## config.mk

```make
export PLATFORM = sky130hd
export DESIGN_NAME = flash_boot_reader
export DESIGN_NICKNAME = d
export VERILOG_FILES = /design/src/rtl/fbr_pkg.sv /design/src/rtl/fbr_tick.sv /design/src/rtl/fbr_shifter.sv /design/src/rtl/fbr_cfg.sv /design/src/rtl/fbr_seq.sv /design/src/rtl/flash_boot_reader.sv
export SDC_FILE = /design/constraint.sdc
export NUM_CORES = 1
export LEC_CHECK = 0
export BUFFER_PORTS_ARGS = -buffer_cell sky130_fd_sc_hd__buf_2
export CAP_MARGIN = 10
export CORE_ASPECT_RATIO = 0.9
export CORE_MARGIN = 2
export CORE_UTILIZATION = 30
export DETAILED_ROUTE_END_ITERATION = 8
export PLACE_DENSITY = 0.57
export SLEW_MARGIN = 20
export SYNTH_ARGS = -nofsm -noshare
export SYNTH_HDL_FRONTEND = slang
export SYNTH_SLANG_ARGS = --single-unit
export TNS_END_PERCENT = 20
```

## constraint.sdc

```tcl
create_clock -name clk -period 2.4 [get_ports clk]
set_input_delay 0.72 -clock clk [delete_from_list [all_inputs] [get_ports clk]]
set_output_delay 0.72 -clock clk [all_outputs]
set_load 0.01 [all_outputs]
```

## src/rtl/fbr_pkg.sv

```systemverilog
package fbr_pkg;
  localparam logic [7:0] OP_FAST_READ   = 8'h0B;
  localparam logic [7:0] OP_ADDR4_ENTER = 8'hB7;
  localparam logic [3:0] DUMMY_BITS     = 4'd4;
  localparam logic [3:0] BYTE_BITS      = 4'd8;
  localparam logic [2:0] CODE_START_ADDR = 3'b100;
  localparam logic [2:0] CODE_ENABLE     = 3'b101;

  typedef enum logic [2:0] {
    ST_IDLE, ST_ENTER, ST_GAP, ST_CMD, ST_ADDR, ST_DUMMY, ST_DATA, ST_END
  } seq_state_t;

  // Address byte by position: upper 24 stored bits, then a zero byte.
  function automatic logic [7:0] addr_byte(input logic [23:0] hi, input logic [1:0] idx);
    case (idx)
      2'd0:    return hi[23:16];
      2'd1:    return hi[15:8];
      2'd2:    return hi[7:0];
      default: return 8'h00;
    endcase
  endfunction

  function automatic logic [1:0] last_addr_idx(input logic four);
    return four ? 2'd3 : 2'd2;
  endfunction

  function automatic logic in_frame(input seq_state_t s);
    return (s == ST_ENTER) || (s == ST_CMD) || (s == ST_ADDR) ||
           (s == ST_DUMMY) || (s == ST_DATA);
  endfunction
endpackage

```

## src/rtl/fbr_tick.sv

```systemverilog
module fbr_tick #(
  parameter int DIV = 2
) (
  input  logic clk,
  input  logic rst_n,
  input  logic en,
  output logic tick
);
  localparam int CW = (DIV > 1) ? $clog2(DIV) : 1;
  localparam logic [CW-1:0] LAST = CW'(DIV - 1);

  logic [CW-1:0] cnt;

  assign tick = en && (cnt == LAST);

  always_ff @(posedge clk or negedge rst_n) begin
    if (!rst_n)          cnt <= '0;
    else if (!en || tick) cnt <= '0;
    else                 cnt <= cnt + 1'b1;
  end
endmodule

```

## src/rtl/fbr_shifter.sv

```systemverilog
module fbr_shifter (
  input  logic       clk,
  input  logic       rst_n,
  input  logic       tick,
  input  logic       load,
  input  logic [3:0] nbits,
  input  logic [7:0] tx,
  input  logic       miso,
  output logic       sck,
  output logic       mosi,
  output logic [7:0] rx,
  output logic       done,
  output logic       active
);
  logic [7:0] txsh;
  logic [3:0] bcnt;
  logic [3:0] nb;

  always_ff @(posedge clk or negedge rst_n) begin
    if (!rst_n) begin
      sck <= 1'b0; mosi <= 1'b0; rx <= '0; done <= 1'b0; active <= 1'b0;
      txsh <= '0; bcnt <= '0; nb <= '0;
    end else begin
      done <= 1'b0;
      if (load) begin
        active <= 1'b1;
        txsh   <= tx;
        mosi   <= tx[7];
        bcnt   <= '0;
        nb     <= nbits;
        sck    <= 1'b0;
      end else if (active && tick) begin
        if (!sck) begin
          sck  <= 1'b1;
          rx   <= {rx[6:0], miso};
          bcnt <= bcnt + 1'b1;
        end else begin
          sck <= 1'b0;
          if (bcnt == nb) begin
            active <= 1'b0;
            done   <= 1'b1;
          end else begin
            txsh <= {txsh[6:0], 1'b0};
            mosi <= txsh[6];
          end
        end
      end
    end
  end
endmodule

```

## src/rtl/fbr_cfg.sv

```systemverilog
module fbr_cfg
  import fbr_pkg::*;
(
  input  logic        clk,
  input  logic        rst_n,
  input  logic        wr,
  input  logic [2:0]  code,
  input  logic [31:0] data,
  output logic [23:0] addr_hi,
  output logic        enabled
);
  always_ff @(posedge clk or negedge rst_n) begin
    if (!rst_n) begin
      addr_hi <= '0;
      enabled <= 1'b0;
    end else if (wr) begin
      case (code)
        CODE_START_ADDR: addr_hi <= data[31:8];
        CODE_ENABLE:     enabled <= (data == 32'd1);
        default: ;
      endcase
    end
  end
endmodule

```

## src/rtl/fbr_seq.sv

```systemverilog
module fbr_seq
  import fbr_pkg::*;
#(
  parameter int CNT_W  = 16,
  parameter int CS_GAP = 2
) (
  input  logic             clk,
  input  logic             rst_n,
  input  logic             start,
  input  logic             enabled,
  input  logic [23:0]      addr_hi,
  input  logic             four_mode,
  input  logic [CNT_W-1:0] byte_count,
  input  logic             sh_done,
  input  logic             sh_active,
  input  logic [7:0]       sh_rx,
  input  logic             rd_ready,
  output logic             sh_load,
  output logic [3:0]       sh_nbits,
  output logic [7:0]       sh_tx,
  output logic             cs_n,
  output logic             rd_valid,
  output logic [7:0]       rd_data,
  output logic             busy,
  output logic             done,
  output logic             start_ok
);
  localparam int GW = (CS_GAP > 1) ? $clog2(CS_GAP) : 1;
  localparam logic [GW-1:0] GAP_LAST = GW'(CS_GAP - 1);

  seq_state_t       state;
  logic             issued;
  logic [1:0]       idx;
  logic [CNT_W-1:0] remain;
  logic [23:0]      f_addr;
  logic             f_four;
  logic [GW-1:0]    gap;
  logic             shifting;
  logic             data_hold;

  assign shifting  = in_frame(state);
  assign data_hold = (state == ST_DATA) && rd_valid;
  assign sh_load   = shifting && !issued && !sh_active && !data_hold;
  assign cs_n      = !in_frame(state);
  assign busy      = (state != ST_IDLE);
  assign start_ok  = start && enabled && (state == ST_IDLE);

  always_comb begin
    sh_tx    = 8'h00;
    sh_nbits = BYTE_BITS;
    case (state)
      ST_ENTER: sh_tx = OP_ADDR4_ENTER;
      ST_CMD:   sh_tx = OP_FAST_READ;
      ST_ADDR:  sh_tx = addr_byte(f_addr, idx);
      ST_DUMMY: sh_nbits = DUMMY_BITS;
      default: ;
    endcase
  end

  always_ff @(posedge clk or negedge rst_n) begin
    if (!rst_n) begin
      state <= ST_IDLE; issued <= 1'b0; idx <= '0; remain <= '0;
      f_addr <= '0; f_four <= 1'b0; gap <= '0;
      rd_valid <= 1'b0; rd_data <= '0; done <= 1'b0;
    end else begin
      done <= 1'b0;
      if (rd_valid && rd_ready) rd_valid <= 1'b0;
      if (sh_load) issued <= 1'b1;
      case (state)
        ST_IDLE: if (start_ok) begin
          f_addr <= addr_hi;
          f_four <= four_mode;
          remain <= byte_count;
          idx    <= '0;
          issued <= 1'b0;
          state  <= four_mode ? ST_ENTER : ST_CMD;
        end
        ST_ENTER: if (sh_done) begin
          issued <= 1'b0;
          gap    <= '0;
          state  <= ST_GAP;
        end
        ST_GAP: begin
          if (gap == GAP_LAST) state <= ST_CMD;
          else                 gap <= gap + 1'b1;
        end
        ST_CMD: if (sh_done) begin
          issued <= 1'b0;
          idx    <= '0;
          state  <= ST_ADDR;
        end
        ST_ADDR: if (sh_done) begin
          issued <= 1'b0;
          if (idx == last_addr_idx(f_four)) state <= ST_DUMMY;
          else                               idx <= idx + 1'b1;
        end
        ST_DUMMY: if (sh_done) begin
          issued <= 1'b0;
          state  <= (remain == '0) ? ST_END : ST_DATA;
        end
        ST_DATA: if (sh_done) begin
          issued   <= 1'b0;
          rd_data  <= sh_rx;
          rd_valid <= 1'b1;
          remain   <= remain - 1'b1;
          if (remain == CNT_W'(1)) state <= ST_END;
        end
        ST_END: if (!rd_valid) begin
          done  <= 1'b1;
          state <= ST_IDLE;
        end
        default: state <= ST_IDLE;
      endcase
    end
  end
endmodule

```

## src/rtl/flash_boot_reader.sv

```systemverilog
module flash_boot_reader #(
  parameter int CLK_DIV = 2,
  parameter int CS_GAP  = 2,
  parameter int CNT_W   = 16
) (
  input  logic             clk,
  input  logic             rst_n,
  input  logic             cfg_wr,
  input  logic [2:0]       cfg_code,
  input  logic [31:0]      cfg_data,
  input  logic             addr4_mode,
  input  logic             start,
  input  logic [CNT_W-1:0] byte_count,
  output logic             spi_sck,
  output logic             spi_cs_n,
  output logic             spi_mosi,
  input  logic             spi_miso,
  output logic             rd_valid,
  output logic [7:0]       rd_data,
  input  logic             rd_ready,
  output logic             busy,
  output logic             done
);
  logic [23:0] addr_hi;
  logic        enabled;
  logic        start_accept;
  logic        sh_load, sh_done, sh_active, tick;
  logic [3:0]  sh_nbits;
  logic [7:0]  sh_tx, sh_rx;

  fbr_cfg u_cfg (
    .clk(clk), .rst_n(rst_n), .wr(cfg_wr), .code(cfg_code), .data(cfg_data),
    .addr_hi(addr_hi), .enabled(enabled)
  );

  fbr_seq #(.CNT_W(CNT_W), .CS_GAP(CS_GAP)) u_seq (
    .clk(clk), .rst_n(rst_n), .start(start), .enabled(enabled),
    .addr_hi(addr_hi), .four_mode(addr4_mode), .byte_count(byte_count),
    .sh_done(sh_done), .sh_active(sh_active), .sh_rx(sh_rx), .rd_ready(rd_ready),
    .sh_load(sh_load), .sh_nbits(sh_nbits), .sh_tx(sh_tx), .cs_n(spi_cs_n),
    .rd_valid(rd_valid), .rd_data(rd_data), .busy(busy), .done(done),
    .start_ok(start_accept)
  );

  fbr_tick #(.DIV(CLK_DIV)) u_tick (
    .clk(clk), .rst_n(rst_n), .en(sh_active), .tick(tick)
  );

  fbr_shifter u_shift (
    .clk(clk), .rst_n(rst_n), .tick(tick), .load(sh_load), .nbits(sh_nbits),
    .tx(sh_tx), .miso(spi_miso), .sck(spi_sck), .mosi(spi_mosi), .rx(sh_rx),
    .done(sh_done), .active(sh_active)
  );
endmodule

```

**After elaboration in Yosys (flattened, before gate mapping)**

Index checks and enable logic that the tools add are counted.

- Bits in registers: 111
- Input bits: 58
- Output and inout port bits: 14

- Add/subtract/negate cells: 5
- Equal/unequal tests: 28
- Muxes and demuxes: 60
- Bitwise logic cells: 2
- Reduce and logical (&&, ||, !) cells: 41

Operators by type and width:

| kind | count |
|---|---|
| $pmux 8 s3 | 2 |
| $eq 32x1->1 const B | 1 |
| $mux 16 | 2 |
| $pmux 16 s2 | 1 |
| $mux 3 | 10 |
| $mux 1 | 28 |
| $mux 7 | 4 |
| $pmux 3 s8 | 1 |
| $eq 3x3->1 const B | 6 |
| $eq 16x1->1 const B | 1 |
| $logic_not 16->1 | 1 |
| $mux 4 | 4 |
| $sub 16x1->16 const B | 1 |
| $ne 2x2->1 const B | 7 |
| $ne 2x1->1 const B | 6 |
| $reduce_and 2->1 | 6 |
| $reduce_and 3->1 | 4 |
| $mux 2 | 5 |
| $reduce_and 10->1 | 1 |
| $reduce_bool 2->1 | 5 |
| $logic_and 1x1->1 | 9 |
| $eq 3x2->1 const B | 2 |
| $pmux 2 s3 | 1 |
| $reduce_bool 3->1 | 2 |
| other kinds (16) | 26 |

**Logic depth before layout (Yosys ltp)**

- Word-level depth: 11
- Depth in mapped cells: 8
- Mapped depth without buffers: 7

**Cells and area by module**

Synthesis repeated with hierarchy kept, for this count alone.

- Cell total of the unflattened synthesis: 531
- Area total of the unflattened synthesis: 5529.1 um^2

By module, submodules not included:

| module | instances | cells each | area an instance (um^2) |
|---|---|---|---|
| fbr_seq | 1 | 363 | 3148.0 |
| fbr_shifter | 1 | 99 | 1198.6 |
| fbr_cfg | 1 | 66 | 1141.1 |
| fbr_tick | 1 | 3 | 41.3 |

**Least setup slack after synthesis**

Ideal clock, no wire load.

- Path kind: input to register
- Start: input port cfg_code[1]
- End: register u_cfg.addr_hi[10]
- Setup time: 0.125 ns
- Arrival time: 1.767 ns
- Setup slack: 0.508 ns
- Cell stages on the path: 4
- Path through: nor4bb_1 -> clkbuf_1 -> buf_2 -> mux2_2

- Longest elaborated chain between the ends: 2

RTL lines:

| element | RTL line | source |
|---|---|---|
| start, declared | flash_boot_reader.sv:9 | `input logic [2:0] cfg_code,` |
| $eq 3x3->1 | fbr_cfg.sv:17 | `case (code)` |
| $reduce_and 2->1 (no source line) | -- |  |
| end signal, assigned | fbr_cfg.sv:18 | `CODE_START_ADDR: addr_hi <= data[31:8];` |
| end, declared | fbr_cfg.sv:9 | `output logic [23:0] addr_hi,` |

No other way between the ends.
A chain may end at the register's enable or synchronous reset.

**Final worst setup path**

- Start: register u_seq.state[2]
- End: output port spi_cs_n

- Longest elaborated chain between the ends: 6

RTL lines:

| element | RTL line | source |
|---|---|---|
| start, declared | fbr_seq.sv:31 | `seq_state_t state;` |
| start signal, assigned | fbr_seq.sv:76 | `state <= four_mode ? ST_ENTER : ST_CMD;` |
| start signal, assigned | fbr_seq.sv:99 | `state <= (remain == '0) ? ST_END : ST_DATA;` |
| $eq 3x1->1 or $eq 3x2->1 (tied branches) | fbr_pkg.sv:28 | `return (s == ST_ENTER) \|\| (s == ST_CMD) \|\| (s == ST_ADDR) \|\|` |
| $logic_or 1x1->1 (3 in series) | fbr_pkg.sv:28 |  |
| $logic_or 1x1->1 * | fbr_pkg.sv:29 | `(s == ST_DUMMY) \|\| (s == ST_DATA);` |
| $logic_not 1->1 * | fbr_seq.sv:44 | `assign cs_n = !in_frame(state);` |
| end, declared | flash_boot_reader.sv:15 | `output logic spi_cs_n,` |

Every way passes the cells marked *; elsewhere a longest branch is shown, timed or not.

==> results.md <==
- In this run, synthesis inferred 0 flip-flops with an integrated enable.
- The start of the worst register-to-register path is u_seq.remain[0].
- The wire-length estimate of the detail-placed layout is 8500 um.
- The startpoint type of the worst setup path is a flop.
- Entering global routing, the biggest net connects 42 pins.
- The number of top-level design ports is 72.
- The final routed wire length divided by cell count is 15.2 um.
- The share of layout cells above drive strength 1 is 31.9%.
- The number of instances in the synthesized netlist is 469.
- The total iterations of the first detailed-routing run is 6.
- The post-synth design cell area is 0.00514 sq mm.
- The number of gates resized after CTS was 0.
- STA classifies the critical path endpoint as an output pin.
- The number of cells on the worst reg-to-reg path is 7.
- Yosys attributes the largest share of cell area to sky130_fd_sc_hd__dfrtp_1 (53%), sky130_fd_sc_hd__mux2_2 (12%), sky130_fd_sc_hd__nand2_1 (4.9%).
- The overall global routing resource usage is 13.5%.
- Each instance of the synthesized netlist takes up on average 11.0 sq um.
- The number of global-route vias before repair came to 3877.
- The net count after synthesis is 536.
- The signed area change from the synthesized netlist to the final layout is 18.2%.
- For this configuration, the core starts out at a cell density of 30.5%.
- The maximum ir drop on the vdd rail is 0.326 mV.
- The post-detailed-routing wire length is 11400 um.
- The detailed-route DRC error count is 0.
- The tree is rooted in a sky130_fd_sc_hd__clkbuf_16.
- The min-delay analysis places its worst path in the category in -> async.
- The post-detailed-route count of antenna-violating nets is 0.
- The run finished with clean final reports.
- The final setup TNS is 0 ps.
- Data on the critical path is required at its endpoint by 1680 ps.
- In this run the tool buffered the top-level ports with 71 buffer cells.
- Counting flops with an async set or reset pin after synthesis yields a share of 100%.
- The number of pins exceeding their max-slew limit in the final report is 0.
- In this run the power density over the cells is 589 mW/mm^2.
- The number of standard-cell rows in the floorplan is 45.
- The TritonCTS buffer count is 9.
- Measured along the x axis, the die boundary spans 142 um.
- The tightest slew margin relative to the limit is 53.1%.
- The most instantiated flip-flop cell in the synthesis netlist is sky130_fd_sc_hd__dfrtp_1.
- The share of the Yosys chip area taken by registers is 53.1%.
- The clock transition at the registers of the reported paths is 70 ps.
- The time the final worst path needs with I/O delays and setup is 2220 ps.
- Clock tree synthesis found a total of 109 sinks.
- In this run the vertical extent of the chip is 128 um.
- The transition time of the tightest slew-check pin is 701 ps.
- Setup violations remaining at the end of the flow were counted as 0.
- Of the available clock period, the critical path in the final layout requires 92.4%.
- The max-cap check violation count is 0.
- The worst register-to-register path ends at u_seq.remain[10].
- For the final database, setup skew stands at 7.06 ps.
- For this run, the post-layout net count is 605.
- The top-area cell type share of the netlist area is 53.1%.
- For this run, the number of Yosys warnings is 0.
- Summing all placed instances gives a cell area of 0.00580 sq mm.
- Cells fill 36.1% of the core in the end.
- The biggest area contributor in the post-synthesis netlist is sky130_fd_sc_hd__dfrtp_1.
- The critical path class is reg -> out.
- The analysis attributes to cell leakage a power of 0.00287 uW.
- The filler cell count in the final layout is 1666.
- After global routing the overflow that remains totals 0.
- The reg2reg setup slack is 410 ps.
- Setup repair after global routing left no endpoint under its margin.
- The post-CTS repair timing setup buffer count is 0.
- The detailed router placed 3866 vias in this run.
- The maximum cell stage delay along the critical path is 440 ps.
- The number of DRC markers after the initial detailed-route iteration is 252.
- Dividing the detail-routed via count by the number of cells gives 5.13.
- 0 antenna diodes ended up in the layout.
- The hold violation count in the final report is 0.
- The slowest stage of the critical path is the sky130_fd_sc_hd__dfrtp_1 cell.
- The H-tree was split into 3 levels.
- The first global-routing pass estimated 19700 um of wire.
- The die covers 0.0182 sq mm.
- TritonCTS built the clock tree.
- Of all nets on the critical path, the largest fanout is 7.
- The maximum count of clock buffers along a single path is 2.
- The count of unique library cells instantiated by Yosys is 58.
- The number of antenna violations at the first check in global routing is 0.
- The core area is 0.0168 sq mm.
- Data on the critical path arrives at its endpoint at 1500 ps.
- Traced cell by cell, the critical path runs through nand2_1, a21oi_1, buf_2.
- In this run, synthesis produced a sequential element count of 109.
- Once layout is done, the placed cells without fillers occupy 0.00608 sq mm.
- The congestion estimate from routability-driven global placement came to 0.782.
- For this run, the top clock speed supported by timing is 451 MHz.
- After clock tree synthesis, the flow added hold-fix buffers numbering 0.
- The later pin in the worst-skew pair is clocked with a latency of 340 ps.
## through the flow
step           hold WS [ps]  cells  setup slack, ps  power, uW
3_3_place_gp            442    738              294       2210
5_1_grt                 348    753             42.9       3750
4_1_cts                 333    753              105       3650
2_1_floorplan           424    469              508       2080
6_report                325    753              182       3580
3_5_place_dp            457    738              255       2230
## cells in the final DEF (no fill, tap or decap), types with 4 or more instances in the layout
master	count
sky130_fd_sc_hd__dfrtp_1	109
sky130_fd_sc_hd__buf_2	70
sky130_fd_sc_hd__nand2_1	67
sky130_fd_sc_hd__mux2_2	57
sky130_fd_sc_hd__o21ai_0	26
sky130_fd_sc_hd__nor2_1	22
sky130_fd_sc_hd__a21oi_1	20
sky130_fd_sc_hd__nand3_1	17
sky130_fd_sc_hd__inv_1	11
sky130_fd_sc_hd__nor4_1	10
sky130_fd_sc_hd__buf_4	10
sky130_fd_sc_hd__nor3_1	9
sky130_fd_sc_hd__ha_1	9
sky130_fd_sc_hd__clkbuf_16	9
sky130_fd_sc_hd__a222oi_1	8
sky130_fd_sc_hd__o22ai_1	5
sky130_fd_sc_hd__a32oi_1	5
sky130_fd_sc_hd__a22oi_1	4
sky130_fd_sc_hd__nand4_1	4
## registers in the layout, indices dropped and copies added, names as in the netlist, 2 cells and up
register       flops
u_cfg.addr_hi     24
u_seq.f_addr      24
u_seq.idx          2
u_seq.rd_data      8
u_seq.remain      16
u_seq.state        3
u_shift.bcnt       4
u_shift.nb         2
u_shift.rx         8
u_shift.txsh       7
## cells in the mapped netlist, drive strengths merged, types with 2 or more instances
cell	n
xnor2	3
nor2b	3
a21oi	21
nand3	19
a2bb2oi	3
a32oi	5
inv	11
nor3	9
nand4b	2
dfrtp	109
or3	2
buf	13
ha	9
clkbuf	12
nor4	13
nand4	4
o31ai	4
o221a	3
o21ai	28
nor2	25
nand2b	3
o2bb2ai	2
a222oi	8
mux2	57
xor2	3
a22oi	4
o22ai	5
nand2	67
a22o	2
a31oi	2
## routing by layer
metal | track usage, % | vias to the layer above | wire (um)
met5 | 0 | - | 0
met4 | 3.88 | 0 | 185
met3 | 3.03 | 14 | 547
met2 | 21.6 | 111 | 5340
met1 | 18.4 | 1892 | 5340
li1 | - | 1849 | -
## critical path, delay by kind of cell (launching register included)
kind / cells / cell delay [ps]
buffers and inverters: 1 / 190
and+or+nand+nor: 1 / 220
DFF: 1 / 440
AOI/OAI and AO/OA: 1 / 310
## report_power, final
part / total (uW) / switching [uW] / internal (uW)
logic: 207 / 88.6 / 118
registers: 1970 / 49.4 / 1920
clock network: 1400 / 658 / 740
total: 3580 / 796 / 2780
## cells by family (layout without fill, tap and decap cells)
kind of cell / Yosys count / count (layout) / synth area share, %
compound gates: 95 / 95 / 12.7
simple gates: 155 / 155 / 15.4
xor+xnor: 6 / 6 / 1.02
flops: 109 / 109 / 53.1
fa+ha+maj: 9 / 9 / 2.19
buf+inv: 37 / 110 / 2.99
mux: 58 / 58 / 12.7
## cell type report
type	count	area, sq um	area share [%]
multi-input combinational	323	2270	37.4
clock buffer	10	239	3.93
clock inverter	5	42.5	0.700
sequential	109	2730	44.9
inverter	12	45.0	0.741
timing repair buffer	83	485	7.99
tap	211	264	4.34
## how the worst max path moves through the flow
stage                              endpoint      startpoint  slack (ps)  cells past startpoint
after floorplan           u_cfg.addr_hi[10]     cfg_code[1]         510                      4
after global placement      u_seq.remain[1]           start         290                      6
after global routing               spi_cs_n  u_seq.state[2]          40                      3
after CTS                          spi_cs_n  u_seq.state[2]         100                      3
after detailed placement    u_seq.remain[1]           start         260                      6
final                              spi_cs_n  u_seq.state[2]         180                      3
Power figures use the tool's default switching activity.
